File: src/rtl/uart_hb_pkg.sv
package uart_hb_pkg;
   typedef enum logic [1:0] {
      ADR_DATA = 2'd0,
      ADR_STAT = 2'd1,
      ADR_CTRL = 2'd2,
      ADR_NONE = 2'd3
   } adr_e;

   // status bit positions
   localparam int ST_RXC = 0;
   localparam int ST_TXC = 1;
   localparam int ST_DRE = 2;
   localparam int ST_OVR = 3;

   // control register layout, LSB first: rx_en, tx_en, ie_rxc, ie_dre, ie_txc, csz
   typedef struct packed {
      logic [1:0] csz;
      logic       ie_txc;
      logic       ie_dre;
      logic       ie_rxc;
      logic       tx_en;
      logic       rx_en;
   } ctrl_t;

   localparam int CTRL_W = $bits(ctrl_t);
endpackage

File: src/rtl/hb_char_mask.sv
module hb_char_mask #(
   parameter int DATA_W = 8
) (
   input  logic [1:0]        csz,
   input  logic [DATA_W-1:0] din,
   output logic [DATA_W-1:0] dout
);
   localparam int ALWAYS_W = DATA_W - 3;

   for (genvar i = 0; i < DATA_W; i++) begin : g_bit
      if (i < ALWAYS_W) begin : g_keep
         assign dout[i] = din[i];
      end else begin : g_gate
         localparam int NEED = i - ALWAYS_W + 1;
         assign dout[i] = din[i] & (csz >= 2'(NEED));
      end
   end
endmodule

File: src/rtl/hb_rx_fifo.sv
module hb_rx_fifo #(
   parameter int DATA_W = 8,
   parameter int DEPTH  = 2,
   localparam int PTR_W = $clog2(DEPTH),
   localparam int CNT_W = $clog2(DEPTH + 1)
) (
   input  logic              clk,
   input  logic              rst_n,
   input  logic              flush,
   input  logic              push,
   input  logic              pop,
   input  logic [DATA_W-1:0] din,
   output logic [DATA_W-1:0] dout,
   output logic [CNT_W-1:0]  count,
   output logic              full,
   output logic              empty
);
   logic [DATA_W-1:0] mem [DEPTH];
   logic [PTR_W-1:0]  wp, rp;
   logic              do_push, do_pop;

   assign full    = (count == CNT_W'(DEPTH));
   assign empty   = (count == '0);
   assign do_pop  = pop & ~empty;
   assign do_push = push & (~full | do_pop);
   assign dout    = mem[rp];

   always_ff @(posedge clk or negedge rst_n) begin
      if (!rst_n) begin
         wp    <= '0;
         rp    <= '0;
         count <= '0;
         for (int i = 0; i < DEPTH; i++) mem[i] <= '0;
      end else if (flush) begin
         wp    <= '0;
         rp    <= '0;
         count <= '0;
      end else begin
         if (do_push) begin
            mem[wp] <= din;
            wp      <= wp + PTR_W'(1);
         end
         if (do_pop) rp <= rp + PTR_W'(1);
         count <= count + CNT_W'(do_push) - CNT_W'(do_pop);
      end
   end
endmodule

File: src/rtl/hb_tx_hold.sv
module hb_tx_hold #(
   parameter int DATA_W = 8
) (
   input  logic              clk,
   input  logic              rst_n,
   input  logic              wr,
   input  logic [DATA_W-1:0] din,
   input  logic              launch_ok,
   output logic              load,
   output logic [DATA_W-1:0] dout,
   output logic              full
);
   assign load = full & launch_ok;

   always_ff @(posedge clk or negedge rst_n) begin
      if (!rst_n) begin
         full <= 1'b0;
         dout <= '0;
      end else if (load) begin
         full <= 1'b0;
      end else if (wr && !full) begin
         full <= 1'b1;
         dout <= din;
      end
   end
endmodule

File: src/rtl/uart_hostbuf.sv
module uart_hostbuf
   import uart_hb_pkg::*;
#(
   parameter int DATA_W   = 8,
   parameter int RX_DEPTH = 2,
   localparam int CNT_W   = $clog2(RX_DEPTH + 1)
) (
   input  logic              clk,
   input  logic              rst_n,
   input  logic [1:0]        bus_addr,
   input  logic              bus_wr,
   input  logic              bus_rd,
   input  logic [DATA_W-1:0] bus_wdata,
   output logic [DATA_W-1:0] bus_rdata,
   input  logic              rx_valid,
   input  logic [DATA_W-1:0] rx_data,
   input  logic              tx_idle,
   input  logic              tx_done,
   output logic              tx_load,
   output logic [DATA_W-1:0] tx_byte,
   input  logic              irq_txc_ack,
   output logic              irq_rxc,
   output logic              irq_dre,
   output logic              irq_txc
);
   if (DATA_W < 8) begin : g_bad_width
      $error("uart_hostbuf: DATA_W must be at least 8");
   end
   if (RX_DEPTH < 2 || (RX_DEPTH & (RX_DEPTH - 1)) != 0) begin : g_bad_depth
      $error("uart_hostbuf: RX_DEPTH must be a power of two, 2 or more");
   end

   ctrl_t             ctrl_q;
   logic              txc_q, ovr_q;
   logic              hold_full;
   logic [DATA_W-1:0] hold_q;
   logic [DATA_W-1:0] tx_masked, rx_masked, rx_head;
   logic [CNT_W-1:0]  rx_count;
   logic              rx_full, rx_empty;
   logic              wr_data, wr_stat, wr_ctrl, rd_data, rx_push;

   assign wr_data = bus_wr & (bus_addr == ADR_DATA);
   assign wr_stat = bus_wr & (bus_addr == ADR_STAT);
   assign wr_ctrl = bus_wr & (bus_addr == ADR_CTRL);
   assign rd_data = bus_rd & (bus_addr == ADR_DATA);
   assign rx_push = rx_valid & ctrl_q.rx_en;

   hb_char_mask #(.DATA_W(DATA_W)) u_tx_mask (
      .csz(ctrl_q.csz), .din(bus_wdata), .dout(tx_masked));

   hb_char_mask #(.DATA_W(DATA_W)) u_rx_mask (
      .csz(ctrl_q.csz), .din(rx_data), .dout(rx_masked));

   hb_tx_hold #(.DATA_W(DATA_W)) u_hold (
      .clk(clk), .rst_n(rst_n), .wr(wr_data), .din(tx_masked),
      .launch_ok(ctrl_q.tx_en & tx_idle), .load(tx_load),
      .dout(hold_q), .full(hold_full));

   hb_rx_fifo #(.DATA_W(DATA_W), .DEPTH(RX_DEPTH)) u_rxq (
      .clk(clk), .rst_n(rst_n), .flush(~ctrl_q.rx_en), .push(rx_push),
      .pop(rd_data), .din(rx_masked), .dout(rx_head), .count(rx_count),
      .full(rx_full), .empty(rx_empty));

   assign tx_byte = hold_q;

   always_ff @(posedge clk or negedge rst_n) begin
      if (!rst_n) begin
         ctrl_q <= '0;
         txc_q  <= 1'b0;
         ovr_q  <= 1'b0;
      end else begin
         if (wr_ctrl) ctrl_q <= ctrl_t'(bus_wdata[CTRL_W-1:0]);

         if (tx_done && !hold_full)                        txc_q <= 1'b1;
         else if (irq_txc_ack || (wr_stat && bus_wdata[ST_TXC])) txc_q <= 1'b0;

         if (rx_push && rx_full && !rd_data) ovr_q <= 1'b1;
         else if (rd_data)                   ovr_q <= 1'b0;
      end
   end

   logic [3:0] status;
   always_comb begin
      status         = '0;
      status[ST_RXC] = ~rx_empty;
      status[ST_TXC] = txc_q;
      status[ST_DRE] = ~hold_full;
      status[ST_OVR] = ovr_q;
   end

   always_comb begin
      bus_rdata = '0;
      unique case (adr_e'(bus_addr))
         ADR_DATA: bus_rdata = rx_empty ? '0 : rx_head;
         ADR_STAT: bus_rdata = DATA_W'(status);
         ADR_CTRL: bus_rdata = DATA_W'(ctrl_q);
         default:  bus_rdata = '0;
      endcase
   end

   assign irq_rxc = status[ST_RXC] & ctrl_q.ie_rxc;
   assign irq_dre = status[ST_DRE] & ctrl_q.ie_dre;
   assign irq_txc = status[ST_TXC] & ctrl_q.ie_txc;
endmodule

File: config.mk
export PLATFORM = sky130hd
export DESIGN_NAME = uart_hostbuf
export DESIGN_NICKNAME = d
export VERILOG_FILES = /design/src/rtl/uart_hb_pkg.sv /design/src/rtl/hb_char_mask.sv /design/src/rtl/hb_rx_fifo.sv /design/src/rtl/hb_tx_hold.sv /design/src/rtl/uart_hostbuf.sv
export SDC_FILE = /design/constraint.sdc
export NUM_CORES = 1
export LEC_CHECK = 0
export BUFFER_PORTS_ARGS = -buffer_cell sky130_fd_sc_hd__buf_2
export CAP_MARGIN = 20
export CELL_PAD_IN_SITES_DETAIL_PLACEMENT = 0
export CELL_PAD_IN_SITES_GLOBAL_PLACEMENT = 1
export CORE_ASPECT_RATIO = 0.9
export CORE_MARGIN = 4
export CORE_UTILIZATION = 41
export DETAILED_ROUTE_END_ITERATION = 7
export PLACE_DENSITY_LB_ADDON = 0.1
export SLEW_MARGIN = 20
export SYNTH_ARGS = -nofsm -noshare
export SYNTH_HDL_FRONTEND = slang
export SYNTH_SLANG_ARGS = --single-unit
export TNS_END_PERCENT = 50
File: constraint.sdc
create_clock -name clk -period 1.7 [get_ports clk]
set_input_delay 0.34 -clock clk [delete_from_list [all_inputs] [get_ports clk]]
set_output_delay 0.34 -clock clk [all_outputs]
set_load 0.1 [all_outputs]
* Yosys cells after proc, flatten, opt, wreduce, memory -nomap -nowiden *
Cells that the tools add are included.

cells by class
  $add $sub $neg = 4
  $lt $le $gt $ge = 6
  eq/ne operators = 5
  muxes and demuxes = 19
  bitwise gates (word level) = 25
  reduce and logical (&&, ||, !) cells = 16

operator list
  cell                 number
  $mux 8               5
  $pmux 8 s3           1
  $and 1x1->1          18
  $bwmux 16            1
  $mux 1               10
  $demux 8 s1          1
  $ge 2x2->1 const B   4
  $logic_and 1x1->1    6
  $reduce_bool 2->1    3
  $eq 2x2->1 const B   2
  $logic_not 2->1      2
  $ne 2x1->1 const B   2
  $not 1->1            4
  $not 1->2            2
  $reduce_and 2->1     2
  $add 1x1->1 const B  2
  $add 2x1->2          1
  $eq 2x1->1 const B   1
  $ge 2x1->1 const B   1
  $logic_not 1->1      2
  $lt 2x1->1 const B   1
  $mux 2               1
  $sub 2x1->2          1
  $logic_or 1x1->1     1
  $or 1x1->1           1

storage, ports and cells
  flip-flop bits (word level) = 38
  bits of input ports = 26
  output and inout port bits = 20
  word-level logic and storage cells = 90

* Longest topological paths before layout *
Gate-level depths: netlist of run 1.

  word-level depth = 8
  mapped depth = 7
  gate-level depth less buffers = 7

* Cells and area by module *
Synthesis of run 1 repeated with hierarchy kept, for this count alone.

unflattened totals
  cell total of the unflattened synthesis = 163
  area total of the unflattened synthesis = 2085.8 um^2

modules (own cells, without submodules)
  module        times used  cells each  area each (um^2)  seq. area each (um^2)
  hb_rx_fifo    1           66          957.2             500.5
  uart_hostbuf  1           59          630.6             225.2
  hb_tx_hold    1           22          380.4             225.2
  hb_char_mask  2           8           58.8              0.0

* Least setup slack after synthesis of run 1 *
OpenSTA, ideal clock, no wires.

  path type = register to output
  from = reg u_rxq.rp
  to = out bus_rdata[0]
  arrival = 3.100 ns
  data required time = 1.360 ns
  setup slack = -1.740 ns
  stages on the path, launching flop included = 4
  buffers on the path = 1
  cell sequence = dfrtp_1 -> clkbuf_1 -> a211oi_1 -> o31ai_1

between the ends
  word-level cells in the longest chain between the ends = 6

ends and longest elaborated chain
  what                                        line                text
  start: declaration                          hb_rx_fifo.sv:19    logic [PTR_W-1:0] wp, rp;
  start signal: assignment                    hb_rx_fifo.sv:43    if (do_pop) rp <= rp + PTR_W'(1);
  $not 1->2 (implied by the code)             hb_rx_fifo.sv:26    assign dout = mem[rp];
  $mux 8 (implied by the code) (3 in series)  hb_rx_fifo.sv:26
  $mux 8                                      uart_hostbuf.sv:94  ADR_DATA: bus_rdata = rx_empty ? '0 : rx_head;
  $pmux 8 s3                                  uart_hostbuf.sv:93  unique case (adr_e'(bus_addr))
  end: declaration                            uart_hostbuf.sv:14  output logic [DATA_W-1:0] bus_rdata,

Every way passes these cells. The select of a mux whose other input is x is not followed.

* Worst setup path in the final report of run 1 *
  from = reg u_rxq.rp
  to = out bus_rdata[2]

Same word-level chain as after synthesis.

==> results.json, run 1 <==
{
  "ctsRootBufferMaster": "clkbuf_8",
  "p_per_area_mw_per_mm2": 1520,
  "grt_max_degree": 22,
  "die_area_mm2": 0.00550,
  "clock_latency_ps": 280,
  "dieHeight_um": 70.8,
  "synth_commonest_cells": "dfrtp_1 (38), mux2_2 (28), nand2_1 (11)",
  "critical_path_class": "reg2out",
  "final.setup.tns_ps": -676,
  "slew_violations": 0,
  "dp_hpwl_mm": 3.22,
  "layout_min_cycle_time_ps": 1870,
  "start_util": 0.432,
  "cp_slowest_cell": "dfrtp_2",
  "grt_use_total": 0.161,
  "r2r-start": "u_rxq.count[1]",
  "gp_congestion": 0.810,
  "synth_edf_count": 0,
  "power_leakage_nw": 1.18,
  "antenna_found_initial": 0,
  "post_drt_via_cell_ratio": 4.97,
  "yosys.cell_count.top_type": "dfrtp_1",
  "syn_inst": 149,
  "cp_top_family": "flip-flops",
  "slew_headroom": 0.677,
  "synth.distinct_cells": 35,
  "synth_top_cell_by_area": "dfrtp_1",
  "fin_cells": 277,
  "maxCapViolations": 0,
  "rows": 22,
  "finalHoldViolations": 2,
  "crit_path_start_kind": "flip-flop",
  "synth_nets": 177,
  "synth_warnings": 0,
  "crit_required_ps": 1360,
  "cp.buffers_inverters": 1,
  "period_share": 1.10,
  "ys_seq_area_frac": 0.530,
  "status": "complete, but fails checks",
  "tightest_slew_ps": 488,
  "drive_gt1_frac": 0.590,
  "synth_top_cell_area_share": 0.530,
  "finalSetupViolCount": 8,
  "io_pins": 46,
  "antenna_left": 0,
  "worstSetupEndpointType": "output port",
  "async_flop_share": 1.00,
  "overflow": 0,
  "n_fill_cell": 357,
  "area_growth_pct": 46.8,
  "crit_chain": "mux2i_1 -> nor3_1 -> a221o_2 -> buf_12",
  "dp_cells": 266,
  "grt_pass1_vias": 1451,
  "vias": 1378,
  "cts.sinks": 38,
  "setup_slack_ps": -169,
  "hold_class": "in2async",
  "syn_avg_cell_area_um2": 12.0,
  "failed_checks": "hold timing, setup timing",
  "wirelength_mm": 4.11,
  "multi_input_area_um2": 951,
  "first_pass_iters": 4,
  "peakVddDrop_mv": 0.750,
  "drt_iter0_drc": 65,
  "critical-path-max-stage-delay_ps": 420,
  "crit_start": "u_rxq.rp",
  "drc_errors": 0,
  "tritoncts": "built",
  "clk_pin_slew_worst_paths_ps": 70,
  "crit_fanout": 3,
  "die_x_um": 77.7,
  "fin_nets": 244,
  "h-tree-depth": 2,
  "synth-seq-cells": 38,
  "grt_pass1_wl_mm": 7.00,
  "port_buffers": 45,
  "clock_skew_ps": 5.25,
  "numCtsBuffers": 5,
  "timing.hold.ws_ps": -1.10,
  "clockBufferDepth": 2,
  "fmax_ghz": 0.535,
  "detail_route.wl_per_cell_um": 14.8,
  "rsz0062_at_grt": "yes",
  "seqCellArea_um2": 952,
  "worstPathArrival_ps": 1530,
  "antenna_cells": 0,
  "ys.flop_type": "dfrtp_1",
  "core_mm2": 0.00416,
  "ctsHoldBuffers": 0,
  "synthesis.area_mm2": 0.00179,
  "synth.area.top_cells": "dfrtp_1 (53%), mux2_2 (18%), mux2i_1 (4.5%)"
}
==> cell families (layout without fill, tap and decap cells) <==
family	Yosys count	in the layout	share of synthesized area
flops	38	38	0.530
mux	36	36	0.220
simple gates	36	36	0.107
compound gates	23	23	0.0928
buf+inv	12	80	0.0265
fa+ha+maj	2	2	0.0139
xor+xnor	2	2	0.00976
==> metrics by stage <==
stage	utilization	worst slack (ps)	total power [mW]	hold WS [ps]	cell area, um^2
after floorplan	-	-350	2.78	44.4	1880
after global placement	0.591	-115	3.24	309	2460
after detailed placement	0.591	-162	3.28	318	2460
after CTS	0.623	-181	3.98	4.72	2590
after global routing	0.634	-225	4.22	21.0	2630
final	0.634	-169	4.01	-1.10	2630
==> placed cells by master (no fill, tap or decap), types with 2 or more instances in the layout <==
cell type and n:
mux2i_2 6, nand2_1 11, mux2i_1 2, nor2_4 2, a22oi_1 2, nor2b_2 4, buf_2 35, o21ai_4 5
nand3_1 3, buf_12 11, inv_1 7, and2_1 4, xnor2_1 2, buf_4 19, or2_4 2, a211oi_4 2
o21ai_0 4, mux2_2 28, clkbuf_8 6, dfrtp_1 37, ha_1 2
==> worst register-to-register path, cell delays in order (launching register included) <==
cell	delay, ps
dfrtp_1	410
buf_4	150
nor2b_2	190
a211oi_4	260
buf_12	160
mux2_2	330
==> where the power goes <==
part	internal (mW)	switching [mW]	total (mW)
Sequential	1.21	0.223	1.43
Clock	0.327	0.299	0.626
Combinational	0.684	1.26	1.95
==> state kept, by name (all words and copies together), names as in the netlist <==
name	cells
txc_q	1
u_hold.dout	8
u_rxq.mem	16
u_rxq.count	2
ctrl_q	7
ovr_q	1
u_hold.full	1
u_rxq.wp	1
u_rxq.rp	1
==> repair_timing <==
item / in CTS / in global routing
buffers inserted: 2 / 1
gates resized for setup: 8 / 9
setup endpoints to repair: 9 / 17
pin swaps: 2 / 4
cloned: 0 / 0
==> routing by layer <==
| metal | vias up | GRT usage | part of all wire |
|---|---|---|---|
| met5 | - | 0 | 0 |
| met4 | 0 | 0.0415 | 0.0078 |
| met3 | 5 | 0.0483 | 0.055 |
| met2 | 36 | 0.254 | 0.46 |
| met1 | 681 | 0.217 | 0.47 |
| li1 | 656 | - | - |
==> cell type report <==
type,count,share of cell area
Timing Repair Buffer,65,0.204
Tap cell,60,0.0285
Inverter,7,0.00998
Clock inverter,1,0.00190
Clock buffer,7,0.0328
Multi-Input combinational cell,99,0.361
Sequential cell,38,0.362
==> final timing paths <==
kind                       depth (start not counted)              to  slack [ps]
setup / recovery                                   4    bus_rdata[2]        -170
hold / removal                                     1  u_rxq.count[1]          -1
setup reg to reg                                   5    u_rxq.mem[8]          80
hold reg to reg                                    2           ovr_q         490
max in group asynchronous                          2           ovr_q        1160
min in group clk                                   2           txc_q         280
Note: power is estimated with default switching activity, not from simulation.
==> run 2: changes to the inputs <==
--- a/config.mk
+++ b/config.mk
@@ -11,7 +11,7 @@
 export CELL_PAD_IN_SITES_GLOBAL_PLACEMENT = 1
 export CORE_ASPECT_RATIO = 0.9
 export CORE_MARGIN = 4
-export CORE_UTILIZATION = 41
+export CORE_UTILIZATION = 44
 export DETAILED_ROUTE_END_ITERATION = 7
 export PLACE_DENSITY_LB_ADDON = 0.1
 export SLEW_MARGIN = 20
==> constraint.sdc (replaced) <==
create_clock -name clk -period 2.4 [get_ports clk]
set_input_delay 0.48 -clock clk [delete_from_list [all_inputs] [get_ports clk]]
set_output_delay 0.48 -clock clk [all_outputs]
set_load 0.1 [all_outputs]
==> run 2 against run 1 <==
  * The run now ends clean
  * Die area is 6.1% lower
  * Global-route usage is 1.2 points higher
  * Power is 34% lower
  * Setup slack better by 350 ps
  * Critical path type is now in2out
  * Via count is 4.8% lower
  * Critical path depth is 1 higher
  * Final area is 11% lower
  * Core utilization is 2.4 points lower
  * Critical endpoint is now bus_rdata[6]
  * Wire length is 4.6% lower
  * Combinational power is 37% lower
  * First-iteration DRC count is 58% lower
==> results.json, run 2 (same netlist as run 1, synthesis figures left out) <==
{
  "power_leakage_nw": 1.06,
  "clk_pin_slew_worst_paths_ps": 70,
  "p_switching_mw": 1.18,
  "largest_reg_flops": 16,
  "fin_nets": 229,
  "fin_cells": 246,
  "period_share": 0.925,
  "finalSetupViolCount": 0,
  "mostFrequentLayoutCell": "dfrtp_1",
  "overflow": 0,
  "gp_congestion": 0.809,
  "finalHoldViolations": 0,
  "seqPwrFrac": 0.377,
  "crit_path_start_kind": "primary input",
  "maxCapViolations": 0,
  "wirelength_mm": 3.92,
  "ctsRootBufferMaster": "clkbuf_8",
  "clock_skew_ps": 3.97,
  "slew_headroom": 0.449,
  "fmax_ghz": 0.450,
  "final.setup.tns_ps": 0,
  "worstPathArrival_ps": 1740,
  "top_regs": "u_rxq.mem (16), u_hold.dout (8), ctrl_q (7)",
  "vias": 1312,
  "antenna_found_initial": 0,
  "antenna_cells": 0,
  "post-place-ws_ps": 173,
  "grt_pass1_wl_mm": 6.51,
  "cp_top_family": "simple AND/OR/NAND/NOR gates",
  "swShare": 0.447,
  "die_area_mm2": 0.00516,
  "cp_slowest_cell": "or2_2",
  "die_x_um": 75.3,
  "n_fill_cell": 339,
  "critical-path-max-stage-delay_ps": 390,
  "crit_fanout": 6,
  "dp_hpwl_mm": 3.04,
  "reg2reg_slack_ps": 580,
  "grt_pass1_vias": 1387,
  "core_mm2": 0.00384,
  "final_cell_mix": "dfrtp_1 (38), buf_2 (37), mux2_2 (28)",
  "peakVddDrop_mv": 0.445,
  "drt_iter0_drc": 27,
  "first_pass_iters": 4,
  "worstSetupEndpointType": "output port",
  "internal_power_mw": 1.46,
  "final_util": 0.609,
  "tritoncts": "built",
  "p_per_area_mw_per_mm2": 1130,
  "area_growth_pct": 30.3,
  "crit_chain": "buf_2 -> or2_2 -> or2_2 -> o21ai_2 -> buf_12",
  "tightest_slew_ps": 826,
  "critical_path_class": "in2out",
  "seqCellArea_um2": 951,
  "numCtsBuffers": 5,
  "timing.hold.ws_ps": 290,
  "hold_class": "in2async",
  "clock_latency_ps": 280,
  "rsz0062_at_grt": "no",
  "io_pins": 46,
  "p_comb_frac": 0.465,
  "clockBufferDepth": 2,
  "fin_area_mm2": 0.00234,
  "start_util": 0.468,
  "port_buffers": 45,
  "cts.repair.resized": 0,
  "slew_violations": 0,
  "crit_required_ps": 1920,
  "drive_gt1_frac": 0.480,
  "cp.buffers_inverters": 2,
  "detail_route.wl_per_cell_um": 15.9,
  "p_total_mw": 2.64,
  "ctsHoldBuffers": 0,
  "p_clk_frac": 0.158,
  "post_drt_via_cell_ratio": 5.33,
  "multi_input_area_um2": 837,
  "top_register": "u_rxq.mem",
  "grt_max_degree": 39,
  "drc_errors": 0,
  "antenna_left": 0,
  "cts_setup_buffers": 0,
  "rows": 21,
  "dp_cells": 240,
  "cts.sinks": 38,
  "setup_slack_ps": 180,
  "layout_min_cycle_time_ps": 2220,
  "grt_use_total": 0.173,
  "h-tree-depth": 2,
  "cpMostUsedCell": "or2_2",
  "placed_cell_area_mm2": 0.00225,
  "dieHeight_um": 68.6,
  "status": "complete, no violations"
}
## run 2: cell types whose count changed in the layout (fill, tap and decap cells not counted), moves of 2 or more
cell	delta
mux2i_1	+6
nor2_4	-2
o21ai_4	-5
or2_4	-2
nor2b_2	-4
o21ai_2	+5
mux2i_2	-6
nor2b_1	+5
or2_2	+2
buf_12	-3
buf_4	-14
buf_2	+2
## run 2: power groups by stage
stage	registers, mW	logic (mW)	clock network (mW)
detailed placement	1.01	1.24	0
global placement	0.990	1.22	0
CTS	0.994	1.24	0.435
global route	1.02	1.30	0.461
finish	0.994	1.23	0.418
floorplan	1.29	0.636	0
## run 2: path summary, 6_finish.rpt
kind,from,endpoint,cells after the start
worst min-delay path,rst_n,u_rxq.count[0],1
worst max-delay path,bus_addr[0],bus_rdata[6],5
worst min register to register,u_rxq.mem[10],u_rxq.mem[10],1
max in group asynchronous,rst_n,u_hold.dout[1],1
min in group clk,tx_done,txc_q,2
worst max register to register,u_rxq.count[1],u_rxq.count[1],7
## run 2: per-layer routing
layer | track usage | share of wire | vias to the layer above | routed length (um)
met1 | 0.220 | 0.44 | 652 | 1740
met4 | 0.0590 | 0.011 | 0 | 44
met5 | 0 | 0 | - | 0
li1 | - | - | 626 | -
met2 | 0.282 | 0.49 | 30 | 1910
met3 | 0.0478 | 0.058 | 4 | 226
## run 2: area by class of cell
type                    count  area share
clock buffers               6      0.0353
inverters                   7      0.0112
repair buffers             50       0.164
well taps                  46      0.0246
multi-input cells          99       0.358
flip-flops and latches     38       0.407
